==> src/rtl/adc_sout_pkg.sv <==
// Shared definitions for the converter serial readout port.
// Assumes nothing beyond a default 18-bit result width.
package adc_sout_pkg;
    typedef enum logic {
        MODE_SELECT = 1'b0,
        MODE_CHAIN  = 1'b1
    } port_mode_e;

    localparam int DEF_DATA_W = 18;
endpackage

==> src/rtl/adc_in_sync.sv <==
// Multi-stage synchronizer for a vector of asynchronous pins.
// Assumes each bit is an independent level; reset loads RST_VAL into every stage.
module adc_in_sync #(
    parameter int              N       = 3,
    parameter int              STAGES  = 2,
    parameter logic [N-1:0]    RST_VAL = '0
) (
    input  logic         clk,
    input  logic         rst_n,
    input  logic [N-1:0] d,
    output logic [N-1:0] q
);
    logic [STAGES-1:0][N-1:0] pipe;

    // Shift the pin levels through the synchronizer stages.
    always_ff @(posedge clk) begin
        if (!rst_n) begin
            pipe <= {STAGES{RST_VAL}};
        end else begin
            pipe[0] <= d;
            for (int i = 1; i < STAGES; i++) begin
                pipe[i] <= pipe[i-1];
            end
        end
    end

    assign q = pipe[STAGES-1];
endmodule

==> src/rtl/adc_edge_pick.sv <==
// Single-edge detector on a synchronized level; RISING picks the polarity.
// Assumes the input is already synchronous to clk.
module adc_edge_pick #(
    parameter bit   RISING  = 1'b1,
    parameter logic RST_VAL = 1'b0
) (
    input  logic clk,
    input  logic rst_n,
    input  logic lvl,
    output logic pulse
);
    logic prev;

    // Remember the level of the previous cycle.
    always_ff @(posedge clk) begin
        if (!rst_n) prev <= RST_VAL;
        else        prev <= lvl;
    end

    generate
        if (RISING) begin : g_rise
            assign pulse = lvl & ~prev;
        end else begin : g_fall
            assign pulse = ~lvl & prev;
        end
    endgenerate
endmodule

==> src/rtl/adc_cfg_latch.sv <==
// Latches the interface mode and the start-bit option, and tracks whether
// a conversion is running. Assumes conv_done is a one-cycle pulse.
module adc_cfg_latch
    import adc_sout_pkg::*;
(
    input  logic clk,
    input  logic rst_n,
    input  logic cnv_rise,
    input  logic cnv_s,
    input  logic sdi_s,
    input  logic sck_s,
    input  logic conv_done,
    output logic chain,
    output logic busy,
    output logic converting,
    output logic start,
    output logic load,
    output logic load_busy
);
    port_mode_e mode;

    assign chain     = (mode == MODE_CHAIN);
    assign start     = cnv_rise & ~converting;
    assign load      = conv_done & converting;
    assign load_busy = chain ? busy : (~cnv_s | ~sdi_s);

    // Capture the mode at conversion start and the start-bit option.
    always_ff @(posedge clk) begin
        if (!rst_n) begin
            mode       <= MODE_SELECT;
            busy       <= 1'b0;
            converting <= 1'b0;
        end else if (start) begin
            mode       <= sdi_s ? MODE_SELECT : MODE_CHAIN;
            busy       <= ~sdi_s & sck_s;
            converting <= 1'b1;
        end else if (load) begin
            converting <= 1'b0;
            if (!chain) busy <= ~cnv_s | ~sdi_s;
        end
    end

    // the mode cannot move while a conversion runs
    a_r11_cfg_frozen: assert property (@(posedge clk) disable iff (!rst_n)
        converting |=> (chain == $past(chain)));
    // mode follows the serial input at the accepted convert edge
    a_r1_mode_pick: assert property (@(posedge clk) disable iff (!rst_n)
        start |=> (chain == !$past(sdi_s)));
    // chain start-bit option follows the serial clock level
    a_r2_chain_busy: assert property (@(posedge clk) disable iff (!rst_n)
        (start && !sdi_s) |=> (busy == $past(sck_s)));
    // select start-bit option follows the select at completion
    a_r3_select_busy: assert property (@(posedge clk) disable iff (!rst_n)
        (load && !chain) |=> (busy == ($past(!cnv_s) || $past(!sdi_s))));
endmodule

==> src/rtl/adc_out_shift.sv <==
// Result shift register serving both modes. In select mode it holds a frame of
// 18 or 19 bits (a start bit in the top slot) and counts falling edges. In
// chain mode its upper 18 bits form a pass-through register fed by the serial
// input. Assumes one sck_fall pulse per serial clock falling edge.
module adc_out_shift #(
    parameter int W = 18
) (
    input  logic         clk,
    input  logic         rst_n,
    input  logic         chain,
    input  logic         converting,
    input  logic         start,
    input  logic         load,
    input  logic         load_busy,
    input  logic [W-1:0] result,
    input  logic         sck_fall,
    input  logic         cnv_s,
    input  logic         sdi_s,
    output logic         sdo_bit,
    output logic         oe_bit
);
    localparam int CW = $clog2(W + 2);
    localparam logic [CW-1:0] LEN_PLAIN = CW'(W);
    localparam logic [CW-1:0] LEN_BUSY  = CW'(W + 1);

    logic [W:0]    sreg;
    logic [CW-1:0] cnt;
    logic [CW-1:0] len;
    logic [CW-1:0] next_cnt;
    logic          active;
    logic          opened;
    logic          hold;
    logic          sel;
    logic          with_start;

    assign sel        = ~cnv_s | ~sdi_s;
    assign next_cnt   = cnt + 1'b1;
    assign with_start = load_busy & ~chain;

    // Load, shift and release the result according to the latched mode.
    always_ff @(posedge clk) begin
        if (!rst_n) begin
            sreg   <= '0;
            cnt    <= '0;
            len    <= LEN_PLAIN;
            active <= 1'b0;
            opened <= 1'b0;
            hold   <= 1'b0;
        end else if (start) begin
            active <= 1'b0;
            opened <= 1'b0;
            hold   <= 1'b0;
            cnt    <= '0;
        end else if (load) begin
            sreg   <= with_start ? {1'b0, result} : {result, 1'b0};
            len    <= with_start ? LEN_BUSY : LEN_PLAIN;
            cnt    <= '0;
            active <= 1'b1;
            opened <= 1'b0;
            hold   <= chain & load_busy;
        end else if (active && chain) begin
            if (sck_fall) begin
                if (hold) hold <= 1'b0;
                else      sreg[W:1] <= {sreg[W-1:1], sdi_s};
            end
        end else if (active) begin
            if (sel) begin
                opened <= 1'b1;
                if (sck_fall) begin
                    sreg <= {sreg[W-1:0], 1'b0};
                    cnt  <= next_cnt;
                    if (next_cnt == len) active <= 1'b0;
                end
            end else if (opened) begin
                active <= 1'b0;
            end
        end
    end

    // Select the output level and drive enable for the current mode.
    always_comb begin
        if (chain) begin
            oe_bit = 1'b1;
            if (converting) sdo_bit = 1'b0;
            else if (hold)  sdo_bit = sdi_s;
            else            sdo_bit = sreg[W];
        end else begin
            oe_bit  = active & sel;
            sdo_bit = sreg[W];
        end
    end

    // a frame with a start bit begins with a low level
    a_r7_start_low: assert property (@(posedge clk) disable iff (!rst_n)
        (load && with_start) |=> (active && !sdo_bit));
    // losing the select after it was seen ends the readout
    a_r6_release: assert property (@(posedge clk) disable iff (!rst_n)
        (active && !chain && opened && !sel && !start && !load) |=> !active);
    // the edge count never reaches the frame length while active
    a_r5_count_bound: assert property (@(posedge clk) disable iff (!rst_n)
        (active && !chain) |-> (cnt < len));
    // the first falling edge after completion does not shift
    a_r9_no_shift: assert property (@(posedge clk) disable iff (!rst_n)
        (active && chain && hold && sck_fall) |=> $stable(sreg));
endmodule

==> src/rtl/adc_sout_port.sv <==
// Top of the converter serial readout port. Synchronizes the pins, finds the
// convert rising edge and the serial clock falling edge, and merges the
// forced-low rule over the mode output. Assumes each SCK half-period lasts at
// least four clk cycles and that result_in is valid with conv_done.
module adc_sout_port
    import adc_sout_pkg::*;
#(
    parameter int DATA_W      = DEF_DATA_W,
    parameter int SYNC_STAGES = 2
) (
    input  logic              clk,
    input  logic              rst_n,
    input  logic              cnv_in,
    input  logic              sck_in,
    input  logic              sdi_in,
    input  logic              conv_done,
    input  logic [DATA_W-1:0] result_in,
    output logic              sdo,
    output logic              sdo_oe,
    output logic              stat_chain,
    output logic              stat_busy
);
    localparam int NPIN = 3;
    localparam logic [NPIN-1:0] PIN_IDLE = 3'b100;

    logic [NPIN-1:0] pins_s;
    logic cnv_s, sck_s, sdi_s;
    logic cnv_rise, sck_fall;
    logic chain, busy, converting, start, load, load_busy;
    logic sdo_bit, oe_bit, force_low;

    adc_in_sync #(.N(NPIN), .STAGES(SYNC_STAGES), .RST_VAL(PIN_IDLE)) u_sync (
        .clk(clk), .rst_n(rst_n), .d({sdi_in, sck_in, cnv_in}), .q(pins_s)
    );

    assign cnv_s = pins_s[0];
    assign sck_s = pins_s[1];
    assign sdi_s = pins_s[2];

    adc_edge_pick #(.RISING(1'b1), .RST_VAL(1'b0)) u_cnv_edge (
        .clk(clk), .rst_n(rst_n), .lvl(cnv_s), .pulse(cnv_rise)
    );

    adc_edge_pick #(.RISING(1'b0), .RST_VAL(1'b0)) u_sck_edge (
        .clk(clk), .rst_n(rst_n), .lvl(sck_s), .pulse(sck_fall)
    );

    adc_cfg_latch u_cfg (
        .clk(clk), .rst_n(rst_n), .cnv_rise(cnv_rise), .cnv_s(cnv_s),
        .sdi_s(sdi_s), .sck_s(sck_s), .conv_done(conv_done), .chain(chain),
        .busy(busy), .converting(converting), .start(start), .load(load),
        .load_busy(load_busy)
    );

    adc_out_shift #(.W(DATA_W)) u_shift (
        .clk(clk), .rst_n(rst_n), .chain(chain), .converting(converting),
        .start(start), .load(load), .load_busy(load_busy), .result(result_in),
        .sck_fall(sck_fall), .cnv_s(cnv_s), .sdi_s(sdi_s),
        .sdo_bit(sdo_bit), .oe_bit(oe_bit)
    );

    // Both select lines low forces a driven low level.
    assign force_low  = ~cnv_s & ~sdi_s;
    assign sdo        = force_low ? 1'b0 : sdo_bit;
    assign sdo_oe     = force_low | oe_bit;
    assign stat_chain = chain;
    assign stat_busy  = busy;

    // select mode keeps the output undriven through a conversion
    a_r4_quiet_conv: assert property (@(posedge clk) disable iff (!rst_n)
        (!chain && converting && !force_low) |-> !sdo_oe);
    // chain mode always drives the output
    a_r8_chain_drive: assert property (@(posedge clk) disable iff (!rst_n)
        chain |-> sdo_oe);
endmodule

==> config.mk <==
export PLATFORM = sky130hd
export DESIGN_NAME = adc_sout_port
export DESIGN_NICKNAME = d
export VERILOG_FILES = /design/src/rtl/adc_sout_pkg.sv /design/src/rtl/adc_in_sync.sv /design/src/rtl/adc_edge_pick.sv /design/src/rtl/adc_cfg_latch.sv /design/src/rtl/adc_out_shift.sv /design/src/rtl/adc_sout_port.sv
export SDC_FILE = /design/constraint.sdc
export NUM_CORES = 1
export LEC_CHECK = 0
export BUFFER_PORTS_ARGS = -buffer_cell sky130_fd_sc_hd__buf_2
export CORE_MARGIN = 2
export CORE_UTILIZATION = 35
export CTS_BUF_LIST = sky130_fd_sc_hd__clkbuf_4 sky130_fd_sc_hd__clkbuf_8 sky130_fd_sc_hd__clkbuf_16
export DETAILED_ROUTE_END_ITERATION = 7
export GPL_TIMING_DRIVEN = 0
export PLACE_DENSITY = 0.62
export SYNTH_ARGS = -nofsm -noshare
export SYNTH_HDL_FRONTEND = slang
export SYNTH_SLANG_ARGS = --single-unit
==> constraint.sdc <==
create_clock -name clk -period 3.9 [get_ports clk]
set_clock_uncertainty 0.1 [all_clocks]
set_input_delay 0.78 -clock clk [delete_from_list [all_inputs] [get_ports clk]]
set_output_delay 0.78 -clock clk [all_outputs]
set_load 0.1 [all_outputs]
==> results of run 1 <==
## layer usage
metal / routed length [um] / GRT usage / up-vias
met2: 1890 / 0.235 / 21
met4: 79 / 0.0569 / 0
met1: 2000 / 0.183 / 740
met5: 0 / 0 / -
met3: 103 / 0.0317 / 6
li1: - / - / 812
## state kept, by name (all words and copies together), names as in the netlist
name              cells
u_shift.len           1
u_shift.cnt           5
u_shift.opened        1
u_cfg.chain           1
u_cfg.converting      1
u_shift.active        1
u_sync.pipe           3
u_shift.hold          1
u_cfg.busy            1
u_sync.q              3
u_sck_edge.prev       1
u_shift.sreg         19
u_cnv_edge.prev       1
## cell usage after synthesis, drive strengths merged (2+ instances only)
master / count
nor2: 6
and3: 2
xor2: 6
mux2i: 17
nand2: 28
o21ai: 19
nand2b: 5
and2: 10
nand4: 2
a21boi: 5
a21oi: 6
clkbuf: 4
nor2b: 3
nand3: 8
nand3b: 2
a22o: 16
or3b: 2
dfxtp: 39
buf: 11
nor3b: 2
## worst register-to-register path: cells and delay by family, from the launching register on
| family | cells | cell delay, ns |
|---|---|---|
| AO/OA/AOI/OAI | 3 | 0.43 |
| buffers and inverters | 3 | 0.79 |
| multiplexers | 1 | 0.26 |
| flip-flops | 1 | 0.34 |
## layout by cell type, fill, tap and decap left out, drive strengths merged, types with 2 or more instances in the layout
| cell | n |
|---|---|
| a21boi | 5 |
| mux2i | 17 |
| buf | 38 |
| and3 | 2 |
| o21ai | 19 |
| nor3b | 2 |
| or3b | 2 |
| a21oi | 6 |
| and2 | 10 |
| nand3b | 2 |
| a22o | 16 |
| nand2b | 5 |
| nand3 | 8 |
| nor2 | 6 |
| dfxtp | 39 |
| xor2 | 6 |
| nand2 | 28 |
| nor2b | 3 |
| clkbuf | 12 |
| nand4 | 2 |
## cells by family (layout without fill, tap and decap cells)
family | Yosys count | count (layout) | share of synthesized area
adder cells (fa/ha/maj) | 2 | 2 | 0.0113
AND/OR/NAND/NOR | 74 | 74 | 0.197
AO/OA/AOI/OAI | 54 | 54 | 0.207
flip-flops | 39 | 39 | 0.392
multiplexers | 17 | 17 | 0.0855
XOR/XNOR | 7 | 7 | 0.0308
buffers and inverters | 18 | 53 | 0.0767
## how the worst min path moves through the flow
| stage | to | cells after the start |
|---|---|---|
| 6_report | u_sync.q[2] | 1 |
| 5_1_grt | u_sync.q[2] | 1 |
| 4_1_cts | u_sync.q[2] | 1 |
| 3_5_place_dp | u_sync.q[2] | 1 |
| 3_3_place_gp | u_sync.q[2] | 1 |
| 2_1_floorplan | u_sync.q[2] | 1 |
## cell type report
cell class                 instances  area (um2)
buffer                            17         149
sequential                        39         781
multi-input combinational        154        1060
inverter                           1        3.75
fill                             563        3180
tap                               72        90.1
clock buffer                       8         104
timing repair buffer              27         135
## through the flow
step / power [W] / cells / utilization
3_3_place_gp: 0.000518 / 310 / 0.403
2_1_floorplan: 0.000489 / 211 / -
5_1_grt: 0.000854 / 318 / 0.422
4_1_cts: 0.000829 / 318 / 0.422
3_5_place_dp: 0.000519 / 310 / 0.403
6_report: 0.000819 / 318 / 0.422
## power breakdown
part | internal (W) | total [W] | switching [W]
clock | 0.000168 | 0.000310 | 0.000142
combinational | 0.0000401 | 0.000101 | 0.0000606
sequential | 0.000404 | 0.000408 | 0.00000373
total | 0.000613 | 0.000819 | 0.000206
==> metrics.md, run 1 <==
| Metric | Value |
|---|---|
| Status | complete, no violations |
| Area contributors post-synth | dfxtp_1 39%, mux2i_1 8.5%, a22o_2 8.0%, nand2_1 5.3%, o21ai_0 4.8% |
| Clk sinks | 39 |
| Ant diodes | 0 |
| Hold Slack | 0.309 ns |
| Tcrit/Tclk final | 0.642 |
| Most frequent CP cell | buf_2 |
| Syn Nets | 236 |
| Vias/cell | approximately 5 |
| Pleak | 1.00 nW |
| Bufs on Longest Clock Path | 2 |
| Port bufs | 27 |
| Max Clock Freq | between 300 and 400 MHz |
| CTS tree | built |
| Startpoint types | register |
| Fin. max-slew vios | 0 |
| Drt wl/cell | 12.8 um |
| Final WS setup | 1.40 ns |
| Crit path buf inv count | 2 |
| RSZ-0062 raised after global routing | false |
| Max Cap Viol | 0 |
| Final Hold Fails | 0 |
| Synth area leader | dfxtp_1 |
| DP Area | 0.00222 mm2 |
| Synth cell types | 44 |
| DIE HEIGHT | 79.4 um |
| GRT Overall Usage | 0.143 |
| Synth Cell Area | about 0.002 mm2 |
| # IOs | 28 |
| First-pass DRT Iterations | 4 |
| Share of the synthesized area in the top cell type | 0.392 |
| Mapped Cells | 211 |
| Post_cts resized | 0 |
| Die width | about 79 um |
| Reg2reg start | u_cfg.chain |
| Tmin final | 2.50 ns |
| Area Growth Syn to Fin | 16.8% |
| Total grt overflow | 0 |
| Crit-path slowest cell | buf_2 |
| Core box area | 0.00551 mm2 |
| Initial antenna violation count | 0 |
| Ys flop type | dfxtp_1 |
| Post-synth EDFFs | 0 |
| Reg2reg end | u_shift.sreg[14] |
| Post-CTS setup buffers | 0 |
| Detailed placement HPWL | just under 3000 um |
| Drc violations | 0 |
| Max stage delay on crit path | 0.45 ns |
| Max-slew headroom | 0.675 |
| Iter 0 DRT Violations | 90 |
| Crit. End Element | output pin |
| Largest net degree at the start of global routing | 12 |
| WL final | 4070 um |
| Number of cells on the critical path | 4 |
| Fraction of registers with async set/reset | 0 |
| Num CTS Buffers | 5 |
| Max FO, Critical Path | 10 |
| Final instance area | between 0.002 and 0.0025 mm2 |
| Worst-Margin Slew | 0.491 ns |
| Number of nets in the layout | 270 |
| Initial Util | 0.362 |
| Setup TNS Final | 0 ns |
| Die area | 0.00631 mm2 |
| DRT antenna net count | 0 |
| Cell Rows | 27 |
| First-pass GRT wire length | 7120 um |
| Sequential area share after synthesis | 0.392 |
| Crit path max-delay family | buffers and inverters |
| Clk_lat worst skew | around 0.29 ns |
| Reg2Reg Depth | 7 |
| Vias in the first global route | 1553 |
| Share of layout cells above drive strength 1 | 0.297 |
| Capture point of the worst path | sdo |
| DR vias | 1579 |
| Worst reg-to-reg setup slack | 1.89 ns |
| Ordered list of cells on the worst path | buf_2, a21oi_1, nor3_2, buf_2 |
| Synth Area per Inst | 9.43 um2 |
| Tightest Hold Check Type | reg2reg |
| Req. time, crit path | 3.02 ns |
| Hold Buf Count CTS | 0 |
| Setup CP Type | reg2out |
| Ys Warns | 0 |
| Worst vdd ir | roughly 230 uV |
| Register bit count reported by yosys | 39 |
| Root Buffer | clkbuf_8 |
| Worst hold start | u_sync.pipe[2] |
| H-tree levels | 2 |
| Critical Path AT | 1.62 ns |
| PD cells | 352 mW/mm2 |
| GP Congestion | 0.748 |
| DP Worst Slack | approximately 1.6 ns |
| Reg clk slew, reported paths | 0.07 ns |
| Setup violators final | 0 |
| Worst Setup SP | u_cfg.chain |
Power figures use the tool's default switching activity.
==> run 2, diff against run 1 <==
--- a/config.mk
+++ b/config.mk
@@ -11,7 +11,7 @@
 export CTS_BUF_LIST = sky130_fd_sc_hd__clkbuf_4 sky130_fd_sc_hd__clkbuf_8 sky130_fd_sc_hd__clkbuf_16
 export DETAILED_ROUTE_END_ITERATION = 7
 export GPL_TIMING_DRIVEN = 0
-export PLACE_DENSITY = 0.62
+export PLACE_DENSITY = 0.64
 export SYNTH_ARGS = -nofsm -noshare
 export SYNTH_HDL_FRONTEND = slang
 export SYNTH_SLANG_ARGS = --single-unit
==> constraint.sdc (replaced) <==
create_clock -name clk -period 2.2 [get_ports clk]
set_clock_uncertainty 0.1 [all_clocks]
set_input_delay 0.44 -clock clk [delete_from_list [all_inputs] [get_ports clk]]
set_output_delay 0.44 -clock clk [all_outputs]
set_load 0.1 [all_outputs]
==> metrics.md, run 2 (synthesis gave the netlist of run 1 again) <==
| Metric | Value |
|---|---|
| Reg clk slew, reported paths | 0.07 ns |
| Setup CP Type | reg2out |
| Number of nets in the layout | 270 |
| WL met1 | 1970 um |
| Commonest non-fill, non-tap cells in the layout | 38 x dfxtp_1, 30 x buf_2, 28 x nand2_1 |
| GRT Overall Usage | 0.138 |
| Core box area | 0.00551 mm2 |
| Final Hold Fails | 0 |
| Die area | 0.00631 mm2 |
| Tcrit/Tclk final | 0.946 |
| WHS Endpoint | u_sync.pipe[2] |
| Largest net degree at the start of global routing | 12 |
| DR vias | 1546 |
| Drt wl/cell | 12.2 um |
| Reg2Reg Depth | 7 |
| Max reg flops | 19 |
| CTS tree | built |
| Max Clock Freq | 480 MHz |
| Num CTS Buffers | 5 |
| Max-slew headroom | 0.668 |
| Clk_lat worst skew | 0.29 ns |
| DRT antenna net count | 0 |
| Critical Path AT | 1.54 ns |
| Area Growth Syn to Fin | 16.8% |
| Largest reg by FF count | u_shift.sreg |
| Port bufs | 27 |
| GP Congestion | 0.748 |
| Worst-Margin Slew | 0.501 ns |
| Worst reg-to-reg setup slack | 0.18 ns |
| Clk sinks | 39 |
| Status | complete, no violations |
| Reg2reg start | u_cfg.chain |
| Dpl cells | 310 |
| Hold Buf Count CTS | 0 |
| First-pass GRT wire length | ~7000 um |
| Met2 wire length | 1710 um |
| Biggest regs | u_shift.sreg (19), u_shift.cnt (5) |
| Initial antenna violation count | 0 |
| RSZ-0062 raised after global routing | false |
| Ant diodes | 0 |
| Vias in the first global route | 1481 |
| Iter 0 DRT Violations | 61 |
| Pleak | roughly 1.0 nW |
| H-tree levels | 2 |
| Drc violations | 0 |
| Root Buffer | clkbuf_8 |
| First-pass DRT Iterations | 4 |
| Total grt overflow | 0 |
| Max Cap Viol | 0 |
| Bufs on Longest Clock Path | 2 |
| Worst vdd ir | 357 uV |
| Initial Util | 0.362 |
| Max FO, Critical Path | 10 |
| Most common cell after layout, fill and taps aside | dfxtp_1 |
| Post_cts resized | 0 |
| Req. time, crit path | around 1.7 ns |
| Post-CTS setup buffers | 0 |
| Reg2reg end | u_shift.sreg[13] |
| Crit. End Element | output pin |
| Tmin final | 2.08 ns |
| DIE HEIGHT | 79.4 um |
| PD cells | between 500 and 600 mW/mm2 |
| Fin. max-slew vios | 0 |
| WL final | 3870 um |
| Worst hold start | sdi_in |
| Final std cells w/o fill | 318 |
| Hold path cells | 2 |
| Cell Rows | 27 |
| Routed wl met3 | around 100 um |
| Die width | 79.4 um |
| Setup violators final | 0 |
| # IOs | 28 |
| Setup TNS Final | 0 ns |
| Detailed placement HPWL | ~2800 um |
| Fillcell total | ~570 |
| Startpoint types | register |
| Share of layout cells above drive strength 1 | 0.301 |
| Vias/cell | 4.86 |
| Tightest Hold Check Type | in2reg |
| Max Used Layer | met4 |
==> run 2: through the flow <==
stage,power (W),utilization,setup WS [ns],hold WS (ns),area (um2)
floorplan,0.000866,-,0.0506,0.286,2010
global placement,0.000918,0.405,0.215,0.294,2230
detailed placement,0.000919,0.405,0.187,0.302,2230
CTS,0.00140,0.421,0.000668,0.228,2320
global route,0.00145,0.422,0.0285,0.236,2320
finish,0.00139,0.422,0.119,0.236,2320
==> run 2: where the power goes <==
group | switching (W) | internal (W) | leakage [nW] | total (W)
clock | 0.000237 | 0.000247 | 0.0491 | 0.000484
sequential | 0.00000652 | 0.000717 | 0.317 | 0.000723
combinational | 0.000106 | 0.0000721 | 0.633 | 0.000179
==> run 2: worst max-delay path by stage <==
| stage | startpoint | to | cells past startpoint |
|---|---|---|---|
| floorplan | u_cfg.chain | sdo | 3 |
| global placement | u_cfg.chain | u_shift.sreg[15] | 7 |
| detailed placement | u_cfg.chain | u_shift.sreg[14] | 7 |
| CTS | u_sync.q[2] | sdo | 5 |
| global route | u_cfg.chain | u_shift.sreg[13] | 7 |
| finish | u_sync.q[2] | sdo | 5 |
==> run 2: area by class of cell <==
type | count | area (um2) | share of cell area
buffer | 17 | 149 | 0.0640
multi-input combinational | 154 | 1070 | 0.460
timing repair buffer | 27 | 140 | 0.0603
sequential | 39 | 785 | 0.337
clock buffer | 7 | 83.8 | 0.0361
inverter | 1 | 3.75 | 0.00161
clock inverter | 1 | 5.00 | 0.00215
tap | 72 | 90.1 | 0.0388
==> run 2: metal layers <==
layer / GRT usage / vias up
met2: 0.213 / 24
met4: 0.0672 / 0
met5: 0 / -
met1: 0.188 / 703
li1: - / 811
met3: 0.0238 / 8
==> run 2: critical path: stages (launching register included) <==
cell and delay, ns:
dfxtp_1 0.32, clkbuf_8 0.16, nor2b_1 0.05, o21a_1 0.19, nor3_4 0.18, clkbuf_4 0.35
